<file path="config.mk">
export PLATFORM = sky130hd
export DESIGN_NAME = sdx_xfer_seq
export DESIGN_NICKNAME = d
export VERILOG_FILES = /design/src/rtl/sdx_xfer_pkg.sv /design/src/rtl/sdx_xfer_range.sv /design/src/rtl/sdx_xfer_addr.sv /design/src/rtl/sdx_xfer_cmdfmt.sv /design/src/rtl/sdx_xfer_seq.sv
export SDC_FILE = /design/constraint.sdc
export NUM_CORES = 1
export LEC_CHECK = 0
export ABC_AREA = 1
export BUFFER_PORTS_ARGS = -buffer_cell sky130_fd_sc_hd__buf_2
export CAP_MARGIN = 20
export CORE_MARGIN = 2
export CORE_UTILIZATION = 59
export DETAILED_ROUTE_END_ITERATION = 12
export PLACE_DENSITY_LB_ADDON = 0.15
export SETUP_SLACK_MARGIN = 0.02
export SKIP_CTS_REPAIR_TIMING = 1
export SYNTH_ARGS = -nofsm -noshare
export SYNTH_HDL_FRONTEND = slang
export SYNTH_SLANG_ARGS = --single-unit
</file>
<file path="constraint.sdc">
create_clock -name clk -period 13.5 [get_ports clk]
set_input_delay 0.675 -clock clk [delete_from_list [all_inputs] [get_ports clk]]
set_output_delay 0.675 -clock clk [all_outputs]
set_load 0.01 [all_outputs]
</file>
<file path="src/rtl/sdx_xfer_pkg.sv">
// Shared types and constants of the SD multi-block transfer sequencer.
// Assumes: command indices follow the SD physical layer numbering.
package sdx_xfer_pkg;

    typedef enum logic [3:0] {
        ST_IDLE, ST_CHECK, ST_SEL_W, ST_CHUNK, ST_TRAN, ST_XCMD_W, ST_DATA,
        ST_BUSY, ST_STOP_W, ST_EVAL, ST_RST_W, ST_DESEL_W
    } seq_state_t;

    typedef enum logic [1:0] {
        CK_SELECT, CK_DESELECT, CK_STOP, CK_XFER
    } cmd_kind_t;

    localparam logic [5:0] IDX_SELECT   = 6'd7;
    localparam logic [5:0] IDX_STOP     = 6'd12;
    localparam logic [5:0] IDX_RD_MULTI = 6'd18;
    localparam logic [5:0] IDX_WR_MULTI = 6'd25;

    localparam int ARG_W        = 32;
    localparam int SECTOR_SHIFT = 9;

    localparam logic [2:0] ERR_NEG_COUNT = 3'd1;
    localparam logic [2:0] ERR_RANGE     = 3'd2;
    localparam logic [2:0] ERR_SELECT    = 3'd3;
    localparam logic [2:0] ERR_XFER_CMD  = 3'd4;
    localparam logic [2:0] ERR_STOP      = 3'd5;
    localparam logic [2:0] ERR_DESELECT  = 3'd6;
    localparam logic [2:0] ERR_RETRIES   = 3'd7;

endpackage

</file>
<file path="src/rtl/sdx_xfer_range.sv">
// Request range check: flags a negative count and a request whose end
// passes the usable block count (total minus the hidden region).
// Assumes: CNT_W <= ADDR_W + 2; purely combinational.
module sdx_xfer_range #(
    parameter int              ADDR_W      = 32,
    parameter int              CNT_W       = 16,
    parameter logic [ADDR_W-1:0] HIDDEN_BLKS = 'h0000F000
) (
    input  logic [ADDR_W-1:0] start,
    input  logic [CNT_W-1:0]  count,
    input  logic              internal,
    input  logic [ADDR_W-1:0] blocks,
    output logic              negative,
    output logic              over
);
    localparam int SUM_W = ADDR_W + 2;

    logic [SUM_W-1:0] need;

    // End of request including the hidden region, compared with the total.
    always_comb begin
        need     = SUM_W'(start) + SUM_W'(count)
                 + (internal ? SUM_W'(HIDDEN_BLKS) : '0);
        negative = count[CNT_W-1];
        over     = need > SUM_W'(blocks);
    end
endmodule

</file>
<file path="src/rtl/sdx_xfer_addr.sv">
// Data command argument: adds the hidden offset on the internal drive and
// scales to bytes for standard-capacity cards.
// Assumes: wrap above ARG_W bits is accepted.
module sdx_xfer_addr
    import sdx_xfer_pkg::*;
#(
    parameter int                ADDR_W      = 32,
    parameter logic [ADDR_W-1:0] HIDDEN_BLKS = 'h0000F000
) (
    input  logic [ADDR_W-1:0] sector,
    input  logic              internal,
    input  logic              high_cap,
    output logic [ARG_W-1:0]  arg
);
    logic [ADDR_W-1:0]              card_addr;
    logic [ADDR_W+SECTOR_SHIFT-1:0] byte_addr;

    // Offset, then pick sector or byte addressing.
    always_comb begin
        card_addr = sector + (internal ? HIDDEN_BLKS : '0);
        byte_addr = {card_addr, {SECTOR_SHIFT{1'b0}}};
        arg       = high_cap ? ARG_W'(card_addr) : ARG_W'(byte_addr);
    end
endmodule

</file>
<file path="src/rtl/sdx_xfer_cmdfmt.sv">
// Command field formatter: turns a command kind into index, argument and
// flag bits for the shared command-issue interface.
// Assumes: fields are only meaningful while the issue pulse is high.
module sdx_xfer_cmdfmt
    import sdx_xfer_pkg::*;
(
    input  cmd_kind_t        kind,
    input  logic             is_write,
    input  logic [15:0]      rca,
    input  logic [ARG_W-1:0] xfer_arg,
    output logic [5:0]       index,
    output logic [ARG_W-1:0] arg,
    output logic             resp,
    output logic             data,
    output logic             write,
    output logic             wait_prev
);
    // Field selection by kind.
    always_comb begin
        index     = IDX_SELECT;
        arg       = '0;
        resp      = 1'b0;
        data      = 1'b0;
        write     = 1'b0;
        wait_prev = 1'b0;
        case (kind)
            CK_SELECT:   arg = ARG_W'({rca, 16'h0000});
            CK_DESELECT: arg = '0;
            CK_STOP:     index = IDX_STOP;
            CK_XFER: begin
                index     = is_write ? IDX_WR_MULTI : IDX_RD_MULTI;
                arg       = xfer_arg;
                resp      = 1'b1;
                data      = 1'b1;
                write     = is_write;
                wait_prev = 1'b1;
            end
            default: index = IDX_SELECT;
        endcase
    end
endmodule

</file>
<file path="src/rtl/sdx_xfer_seq.sv">
// SD multi-block transfer sequencer: range check, select, chunked
// read/write commands with byte count, busy wait, stop, error retry
// with FIFO/DMA reset, deselect.
// Assumes: cmd_done/cmd_fail come at least one cycle after cmd_valid;
// the reset-busy inputs rise within one cycle of the reset pulse.
module sdx_xfer_seq
    import sdx_xfer_pkg::*;
#(
    parameter int                ADDR_W        = 32,
    parameter int                CNT_W         = 16,
    parameter logic [ADDR_W-1:0] HIDDEN_BLKS   = 'h0000F000,
    parameter int                MAX_UNALIGNED = 10,
    parameter int                MAX_RETRY     = 3
) (
    input  logic              clk,
    input  logic              rst_n,
    input  logic              req_valid,
    input  logic              req_write,
    input  logic              req_internal,
    input  logic              req_aligned,
    input  logic [ADDR_W-1:0] req_start,
    input  logic [CNT_W-1:0]  req_count,
    input  logic [15:0]       card_rca,
    input  logic              card_high_cap,
    input  logic [ADDR_W-1:0] card_blocks,
    output logic              busy,
    output logic              done,
    output logic              err,
    output logic [2:0]        err_code,
    output logic              cmd_valid,
    output logic [5:0]        cmd_index,
    output logic [31:0]       cmd_arg,
    output logic              cmd_resp,
    output logic              cmd_data,
    output logic              cmd_write,
    output logic              cmd_wait_prev,
    input  logic              cmd_done,
    input  logic              cmd_fail,
    input  logic              card_tran,
    output logic              bytcnt_wr,
    output logic [31:0]       bytcnt,
    input  logic              data_done,
    input  logic              data_err,
    input  logic              data_busy,
    output logic              fifo_rst,
    output logic              dma_rst,
    input  logic              fifo_rst_busy,
    input  logic              dma_rst_busy
);
    localparam int RTR_W = $clog2(MAX_RETRY + 2);

    seq_state_t        st_q;
    cmd_kind_t         kind_q;
    logic              wr_q, int_q, al_q, hc_q;
    logic [15:0]       rca_q;
    logic [ADDR_W-1:0] start_q, blocks_q;
    logic [CNT_W-1:0]  remain_q, chunk_q;
    logic [RTR_W-1:0]  retries_q;
    logic              saw_err_q;
    logic              cmd_valid_q, done_q, err_q, bytcnt_wr_q, rst_pulse_q;
    logic [2:0]        err_code_q;
    logic [31:0]       bytcnt_q;

    logic              is_neg, is_over;
    logic [ARG_W-1:0]  xfer_arg;
    logic [CNT_W-1:0]  next_chunk;

    sdx_xfer_range #(.ADDR_W(ADDR_W), .CNT_W(CNT_W), .HIDDEN_BLKS(HIDDEN_BLKS)) u_range (
        .start(start_q), .count(remain_q), .internal(int_q), .blocks(blocks_q),
        .negative(is_neg), .over(is_over)
    );

    sdx_xfer_addr #(.ADDR_W(ADDR_W), .HIDDEN_BLKS(HIDDEN_BLKS)) u_addr (
        .sector(start_q), .internal(int_q), .high_cap(hc_q), .arg(xfer_arg)
    );

    sdx_xfer_cmdfmt u_fmt (
        .kind(kind_q), .is_write(wr_q), .rca(rca_q), .xfer_arg(xfer_arg),
        .index(cmd_index), .arg(cmd_arg), .resp(cmd_resp), .data(cmd_data),
        .write(cmd_write), .wait_prev(cmd_wait_prev)
    );

    // Chunk size: whole remainder when aligned, else capped.
    always_comb begin
        if (al_q || remain_q < CNT_W'(MAX_UNALIGNED))
            next_chunk = remain_q;
        else
            next_chunk = CNT_W'(MAX_UNALIGNED);
    end

    // Sequencer state, request context and registered outputs.
    always_ff @(posedge clk) begin
        if (!rst_n) begin
            st_q        <= ST_IDLE;
            kind_q      <= CK_SELECT;
            wr_q        <= 1'b0;
            int_q       <= 1'b0;
            al_q        <= 1'b0;
            hc_q        <= 1'b0;
            rca_q       <= '0;
            start_q     <= '0;
            blocks_q    <= '0;
            remain_q    <= '0;
            chunk_q     <= '0;
            retries_q   <= '0;
            saw_err_q   <= 1'b0;
            cmd_valid_q <= 1'b0;
            done_q      <= 1'b0;
            err_q       <= 1'b0;
            err_code_q  <= '0;
            bytcnt_wr_q <= 1'b0;
            bytcnt_q    <= '0;
            rst_pulse_q <= 1'b0;
        end else begin
            cmd_valid_q <= 1'b0;
            done_q      <= 1'b0;
            err_q       <= 1'b0;
            bytcnt_wr_q <= 1'b0;
            rst_pulse_q <= 1'b0;
            if (data_err && (st_q == ST_DATA || st_q == ST_BUSY ||
                             st_q == ST_STOP_W || st_q == ST_XCMD_W))
                saw_err_q <= 1'b1;
            case (st_q)
                ST_IDLE: if (req_valid) begin
                    wr_q      <= req_write;
                    int_q     <= req_internal;
                    al_q      <= req_aligned;
                    hc_q      <= card_high_cap;
                    rca_q     <= card_rca;
                    start_q   <= req_start;
                    remain_q  <= req_count;
                    blocks_q  <= card_blocks;
                    retries_q <= '0;
                    st_q      <= ST_CHECK;
                end
                ST_CHECK: begin
                    if (is_neg || is_over) begin
                        err_q      <= 1'b1;
                        err_code_q <= is_neg ? ERR_NEG_COUNT : ERR_RANGE;
                        st_q       <= ST_IDLE;
                    end else begin
                        cmd_valid_q <= 1'b1;
                        kind_q      <= CK_SELECT;
                        st_q        <= ST_SEL_W;
                    end
                end
                ST_SEL_W: begin
                    if (cmd_fail) begin
                        err_q <= 1'b1; err_code_q <= ERR_SELECT; st_q <= ST_IDLE;
                    end else if (cmd_done) begin
                        if (remain_q == '0) begin
                            cmd_valid_q <= 1'b1;
                            kind_q      <= CK_DESELECT;
                            st_q        <= ST_DESEL_W;
                        end else begin
                            st_q <= ST_CHUNK;
                        end
                    end
                end
                ST_CHUNK: begin
                    chunk_q     <= next_chunk;
                    bytcnt_q    <= 32'(next_chunk) << SECTOR_SHIFT;
                    bytcnt_wr_q <= 1'b1;
                    saw_err_q   <= 1'b0;
                    st_q        <= ST_TRAN;
                end
                ST_TRAN: if (card_tran) begin
                    cmd_valid_q <= 1'b1;
                    kind_q      <= CK_XFER;
                    st_q        <= ST_XCMD_W;
                end
                ST_XCMD_W: begin
                    if (cmd_fail) begin
                        err_q <= 1'b1; err_code_q <= ERR_XFER_CMD; st_q <= ST_IDLE;
                    end else if (cmd_done) begin
                        st_q <= ST_DATA;
                    end
                end
                ST_DATA: if (data_done || data_err) begin
                    if (wr_q) begin
                        st_q <= ST_BUSY;
                    end else begin
                        cmd_valid_q <= 1'b1;
                        kind_q      <= CK_STOP;
                        st_q        <= ST_STOP_W;
                    end
                end
                ST_BUSY: if (!data_busy) begin
                    cmd_valid_q <= 1'b1;
                    kind_q      <= CK_STOP;
                    st_q        <= ST_STOP_W;
                end
                ST_STOP_W: begin
                    if (cmd_fail) begin
                        err_q <= 1'b1; err_code_q <= ERR_STOP; st_q <= ST_IDLE;
                    end else if (cmd_done) begin
                        st_q <= ST_EVAL;
                    end
                end
                ST_EVAL: begin
                    if (saw_err_q) begin
                        if (retries_q == RTR_W'(MAX_RETRY)) begin
                            err_q <= 1'b1; err_code_q <= ERR_RETRIES; st_q <= ST_IDLE;
                        end else begin
                            rst_pulse_q <= 1'b1;
                            retries_q   <= retries_q + 1'b1;
                            st_q        <= ST_RST_W;
                        end
                    end else begin
                        start_q   <= start_q + ADDR_W'(chunk_q);
                        remain_q  <= remain_q - chunk_q;
                        retries_q <= '0;
                        if (remain_q == chunk_q) begin
                            cmd_valid_q <= 1'b1;
                            kind_q      <= CK_DESELECT;
                            st_q        <= ST_DESEL_W;
                        end else begin
                            st_q <= ST_CHUNK;
                        end
                    end
                end
                ST_RST_W: if (!fifo_rst_busy && !dma_rst_busy) st_q <= ST_CHUNK;
                ST_DESEL_W: begin
                    if (cmd_fail) begin
                        err_q <= 1'b1; err_code_q <= ERR_DESELECT; st_q <= ST_IDLE;
                    end else if (cmd_done) begin
                        done_q <= 1'b1;
                        st_q   <= ST_IDLE;
                    end
                end
                default: st_q <= ST_IDLE;
            endcase
        end
    end

    assign busy      = (st_q != ST_IDLE);
    assign done      = done_q;
    assign err       = err_q;
    assign err_code  = err_code_q;
    assign cmd_valid = cmd_valid_q;
    assign bytcnt_wr = bytcnt_wr_q;
    assign bytcnt    = bytcnt_q;
    assign fifo_rst  = rst_pulse_q;
    assign dma_rst   = rst_pulse_q;
endmodule

</file>
Word level (Yosys, flattened, before mapping):

Index checks and enable logic that the tools add are counted.

* bits of input ports: 111
* flip-flop bits (word level): 134
* logic and storage cells: 173

* eq/ne operators: 39
* order comparisons: 2
* multiplexer cells: 78
* reduce and logical (&&, ||, !) cells: 27
* add/subtract/negate cells: 6
* bitwise gates (word level): 2

Operator list (count)
* 32-bit case mux with 2 select lines: 2
* 32-bit two-way mux: 3
* 16-bit two-way mux: 5
* 4-bit two-way mux: 19
* 4-bit case mux with 12 select lines: 1
* 2-bit != test, second input constant: 18
* 34-bit adder: 1
* 34-bit by 32-bit > comparator with 1-bit output: 1
* 32-bit by 16-bit adder with 33-bit output: 1
* 32-bit by 16-bit adder with 32-bit output: 1
* 32-bit adder: 1
* 16-bit case mux with 2 select lines: 1
* 3-bit two-way mux: 10
* 2-bit two-way mux: 12
* 1-bit two-way mux: 19
* 3-bit case mux with 6 select lines: 1
* 16-bit == test: 1
* 4-bit by 3-bit == test with 1-bit output, second input constant: 4
* 4-bit == test, second input constant: 4
* 16-bit logical NOT: 1
* 16-bit by 4-bit less-than comparator with 1-bit output, second input constant: 1
* 16-bit subtractor: 1
* 3-bit != test, second input constant: 5
* 2-bit case mux with 6 select lines: 1
* other kinds (27): 40

Logic depth before layout (Yosys ltp):

* word-level depth: 6
* gate-level depth with buffers: 36
* mapped depth without buffers: 35

Cells and area by module:

A second synthesis with hierarchy kept.

* cell total of the unflattened synthesis: 1931
* area, all modules: 12025.3 um^2

By module, submodules not included
* sdx_xfer_seq: area an instance 8023.9 um^2, cells each 1239, times used 1
* sdx_xfer_range: area an instance 2398.6 um^2, cells each 372, times used 1
* sdx_xfer_addr: area an instance 1019.7 um^2, cells each 213, times used 1
* sdx_xfer_cmdfmt: area an instance 583.1 um^2, cells each 107, times used 1

Worst setup path before layout:

Ideal clock, no wire load.

* path type: flip-flop to flip-flop
* from: register start_q[0]
* to: register kind_q[0]
* setup slack: 8.778 ns
* stages on the path, launching flop included: 31
* period minus slack after synthesis: 4.722 ns
* data arrival time: 4.607 ns
* buffers on the path: 1
* path through: dfxtp_1 -> ha_1 -> inv_1 -> fa_1 -> inv_1 -> nand2_1 -> nand3_1 -> nand2_1 -> nand2_1 -> xor2_1 -> ha_1 -> a21oi_1 -> inv_1 -> a31oi_1 -> inv_1 -> a21oi_1 -> nor2_1 -> nand3_1 -> inv_1 -> nand3_1 -> nor2_1 -> xor2_1 -> ha_1 -> nand2_1 -> nor4_1 -> or3b_2 -> a21oi_1 -> nand3_2 -> buf_6 -> a21oi_1 -> nor2_1

* cells in the longest elaborated chain, start to end: 6

Ends and longest elaborated chain
* start: declaration: RTL line sdx_xfer_seq.sv:56 `logic [ADDR_W-1:0] start_q, blocks_q;`
* start signal: assignment: RTL line sdx_xfer_seq.sv:130 `start_q <= req_start;`
* start signal: assignment: RTL line sdx_xfer_seq.sv:210 `start_q <= start_q + ADDR_W'(chunk_q);`
* 32-bit by 16-bit adder with 33-bit output: RTL line sdx_xfer_range.sv:22 `need = SUM_W'(start) + SUM_W'(count)`
* 34-bit adder: RTL line sdx_xfer_range.sv:23 `+ (internal ? SUM_W'(HIDDEN_BLKS) : '0);`
* 34-bit by 32-bit > comparator with 1-bit output: RTL line sdx_xfer_range.sv:25 `over = need > SUM_W'(blocks);`
* 1-bit logical OR: RTL line sdx_xfer_seq.sv:137 `if (is_neg || is_over) begin`
* 2-bit != test (no source line)
* 11-bit AND reduction (no source line)
* end signal: assignment: RTL line sdx_xfer_seq.sv:143 `kind_q <= CK_SELECT;`
* end signal: assignment: RTL line sdx_xfer_seq.sv:153 `kind_q <= CK_DESELECT;`
* end signal: assignment: RTL line sdx_xfer_seq.sv:169 `kind_q <= CK_XFER;`
* end: declaration: RTL line sdx_xfer_seq.sv:53 `cmd_kind_t kind_q;`

Every way passes these cells.
A chain may end at the register's enable or synchronous reset.

Final worst setup path:

* from: register start_q[0]
* to: register err_code_q[0] (netlist: err_code[0])

* cells in the longest elaborated chain, start to end: 6

Ends and longest elaborated chain
* 32-bit by 16-bit adder with 33-bit output: RTL line sdx_xfer_range.sv:22
* 34-bit adder: RTL line sdx_xfer_range.sv:23
* 34-bit by 32-bit > comparator with 1-bit output: RTL line sdx_xfer_range.sv:25
* 1-bit logical OR: RTL line sdx_xfer_seq.sv:137
* 2-bit != test (no source line)
* 8-bit AND reduction (no source line)
* end signal: assignment: RTL line sdx_xfer_seq.sv:139 `err_code_q <= is_neg ? ERR_NEG_COUNT : ERR_RANGE;`
* end: declaration: RTL line sdx_xfer_seq.sv:61 `logic [2:0] err_code_q;`

Every way passes these cells.

==> results.md <==
Layout:
- Cells fill 67.7% of the core in the end.
- Of the cells placed in the final design, the portion with a size suffix greater than 1 is roughly 15%.
- The growth of design area from synthesis to finish is 13.7%.
- The number of inserted diodes is 0.
- The number of cells in the finished layout apart from fillers is about 2,200.
- The filler cells instantiated in the layout total about 1,800.
- After routing the design area is around 13,000 µm².
- The net count of the finished layout is approximately 2,100.

Global routing:
- Global routing consumed, on the met1 layer, between 40% and 50% of the routing resources.
- Global routing consumed, on the met2 layer, 59.2% of the routing resources.
- The largest net degree at the start of global routing is 86.
- The first global-routing pass estimated roughly 58,000 µm of wire.
- The number of antenna violations at the first check in global routing is 1.
- Global routing consumed, on the met3 layer, roughly 4.3% of the routing resources.
- The sum of overflow across all layers after global routing is 0.
- met2 is the most crowded layer.
- The via count of the first global-routing pass is 11,200.
- Across every metal layer, demand over resource in global routing totals between 30% and 40%.

Worst setup path:
- Along the worst path, the maximum fanout reaches 12.
- The cell that appears most often on the critical path is nand2_1.
- STA puts the critical path data required time at 13,870 ps.
- The endpoint kind of the worst setup timing path is a flop.
- The cell type group with the largest total delay on the critical path is simple AND/OR/NAND/NOR gates.
- The cell at the slowest stage of the critical path is or3b_2.
- The worst setup path is of the flop to flop kind.
- Together, buffers and inverters on the worst path number 5.
- On the worst path, the slowest cell contributes a delay of approximately 490 ps.
- STA classifies the critical path startpoint as a flop.
- Data on the critical path arrives at its endpoint at between 6000 and 7000 ps.

Route:
- The routed layout has 12,300 vias.
- The number of design-rule violations left by the first detailed-router iteration is around 1,200.
- The first detailed-routing pass took 6 iterations.
- The via-per-instance ratio is 5.59.
- The routed wire length per instance is 17.0 µm.
- The residual DRC count is 0.
- The final antenna-violating net count is 0.
- The detailed-route wire length is ~38,000 µm.

Synth:
- The post-synthesis area per instance is 6.39 µm².
- In the synthesized netlist the dominant register cell turns out to be dfxtp_1.
- For this run, the number of Yosys warnings is 0.
- Synthesis handed over a netlist of ~1,800 instances.
- In this run, synthesis produced a sequential element count of 134.
- Summing the sequential cell areas from Yosys gives 23.4% of the chip area.
- The share of synthesized registers carrying an async set or reset is 0%.
- The mapped netlist covers roughly 11,000 µm².
- The area share of the leading cell type in the synthesized netlist is between 20% and 30%.
- The synthesized design spends more area on one cell type than any other, namely dfxtp_1.
- The count of flip-flops with a built-in enable after synthesis is 0.
- After synthesis, the cell types taking the most area are dfxtp_1 23%, nand2_1 13%, ha_1 10%.
- The number of distinct library cell variants in the gate-level netlist after synthesis is between 50 and 60.

CTS:
- No sink is reached through more buffers than the 2 on the longest clock path.
- For this design, the sink count on the clock tree is between 100 and 150.
- The clock tree from TritonCTS is yes.
- Buffers inserted during clock tree synthesis total 17.
- The H-tree generated during clock tree synthesis spans 4 levels.
- The worst-skew pair later-pin latency is between 400 and 500 ps.
- The clock edge transition at the registers on the reported setup and hold paths is about 70 ps.
- The clock tree root driver cell is clkbuf_16.

Min path:
- In this run the worst hold path is classified as primary input to flop.

STA:
- The number of setup violations in the final report is 0.
- Setup total negative slack on the finished layout was measured at 0 ps.
- The minimum period implied by the final worst setup slack is slightly below 6000 ps.
- For the pin with the worst max-slew slack, the measured transition is 943 ps.
- Static timing analysis puts the maximum clock frequency at 172 MHz.
- The tightest hold margin is around 450 ps.
- Measured against its own limit, the worst slew margin works out to between 30% and 40%.
- The final hold violation count was 0.
- The worst clock skew is roughly 11 ps.
- Setup repair after global routing left no endpoint under its margin.
- The final max-slew violation count was 0.
- The worst path uses between 40 and 50% of the clock period.
- In the post-route analysis, the smallest setup slack over all paths is just under 8000 ps.

Die:
- The die extent in x is roughly 140 µm.
- The core area is 19,300 µm².
- During I/O placement, the number of pins put on the boundary was 195.
- The total number of placement rows is approximately 50.
- The die area is approximately 21,000 µm².
- The starting utilization of the core area is between 50% and 60%.
- The floorplan step set the die height to between 100 and 150 µm.

Placed design:
- The total half-perimeter wirelength after legalization and detailed placement is 28,800 µm.
- In this run the tool buffered the top-level ports with 177 buffer cells.
- The placed instance count is 2,178.
- Summing all placed instances gives a cell area of 12,400 µm².
- The pre-CTS worst setup slack is roughly 7900 ps.
- The placer's final routability congestion estimate is 1.02.

Power and ir drop:
- Of the total power, the clock network draws 26.6%.
- Summed over all nets, the switching power comes to 837 µW.
- Summing internal, switching and leakage power gives between 1.5 and 2 mW.
- The cell-internal power is approximately 1.1 mW.
- The sequential share of power is 28.8%.
- Net switching is around 44% of the power.
- Combinational logic is responsible for about 45% of the overall power.
- For this design the ratio of total power to cell area is ~150 nW/µm².
- The worst-case IR drop observed on VDD is 0.0804 mV.
- In this run the static leakage power is 6.53 nW.

Flow run:
- The number of max-capacitance violations reported is 0.

Status:
- The flow ran to the end, and the final reports show no timing, DRC or antenna violations.
-- metal layers --
layer	up-vias	routed length, µm
li1	6113	-
met1	5641	16400
met2	516	17200
met3	77	2640
met4	2	1380
met5	-	13
-- power groups by stage --
stage               Clock [mW]  Sequential [mW]  Combinational [mW]
floorplan                    0            0.523               0.626
global placement             0            0.552               0.822
detailed placement           0            0.555               0.839
CTS                      0.511            0.547               0.844
global route             0.524            0.560               0.954
finish                   0.508            0.551               0.854
-- cells in the final DEF, fill, tap and decap left out, types with 19 or more instances in the layout --
cell type and instances:
o21ai_0 135, dfxtp_1 134, nand2_1 400, nor2_1 171
inv_1 239, nand2_2 28, ha_1 93, xor2_1 48
o211ai_1 19, buf_2 177, nand3_1 84, a21oi_1 165
-- final cells by class --
type	count	area, µm²	area share, %
clock buffers	20	457	3.50
clock inverters	12	164	1.26
inverters	250	938	7.19
multi-input cells	1344	7520	57.6
flip-flops and latches	134	2680	20.6
well taps	265	332	2.54
repair buffers	186	962	7.37
-- logic make-up (layout without fill, tap and decap cells) --
group	Yosys count	after routing	synth area share, %
AND/OR/NAND/NOR	760	760	29.1
AO/OA/AOI/OAI	409	409	20.1
buffers and inverters	335	468	11.8
flip-flops	134	134	23.4
adder cells (fa/ha/maj)	98	98	11.0
XOR/XNOR	60	60	4.58
other	1	17	0.0327
-- final timing paths --
check	to	slack (ps)	start	depth (start not counted)
worst max-delay path	err_code[0]	7690	start_q[0]	30
worst min-delay path	done	450	cmd_fail	2
worst max register to register	err_code[0]	7690	start_q[0]	30
worst min register to register	blocks_q[25]	460	blocks_q[25]	2
-- registers in the layout, indices dropped and copies added, names as in the netlist --
| signal | cells |
|---|---|
| al_q | 1 |
| blocks_q | 32 |
| bytcnt_wr | 1 |
| chunk_q | 16 |
| cmd_valid | 1 |
| dma_rst | 1 |
| done | 1 |
| err | 1 |
| err_code | 3 |
| hc_q | 1 |
| int_q | 1 |
| kind_q | 2 |
| rca_q | 16 |
| remain_q | 16 |
| retries_q | 3 |
| saw_err_q | 1 |
| st_q | 4 |
| start_q | 32 |
| wr_q | 1 |
-- Yosys cell counts, drive strengths merged (17+ instances only) --
cell type	number
xor2	48
buf	32
dfxtp	134
nand2	433
o21bai	17
clkbuf	53
inv	247
a31oi	17
nor2	188
o211ai	19
nand3	91
ha	93
o21ai	136
a21oi	166
(Power assumes the default switching activity.)
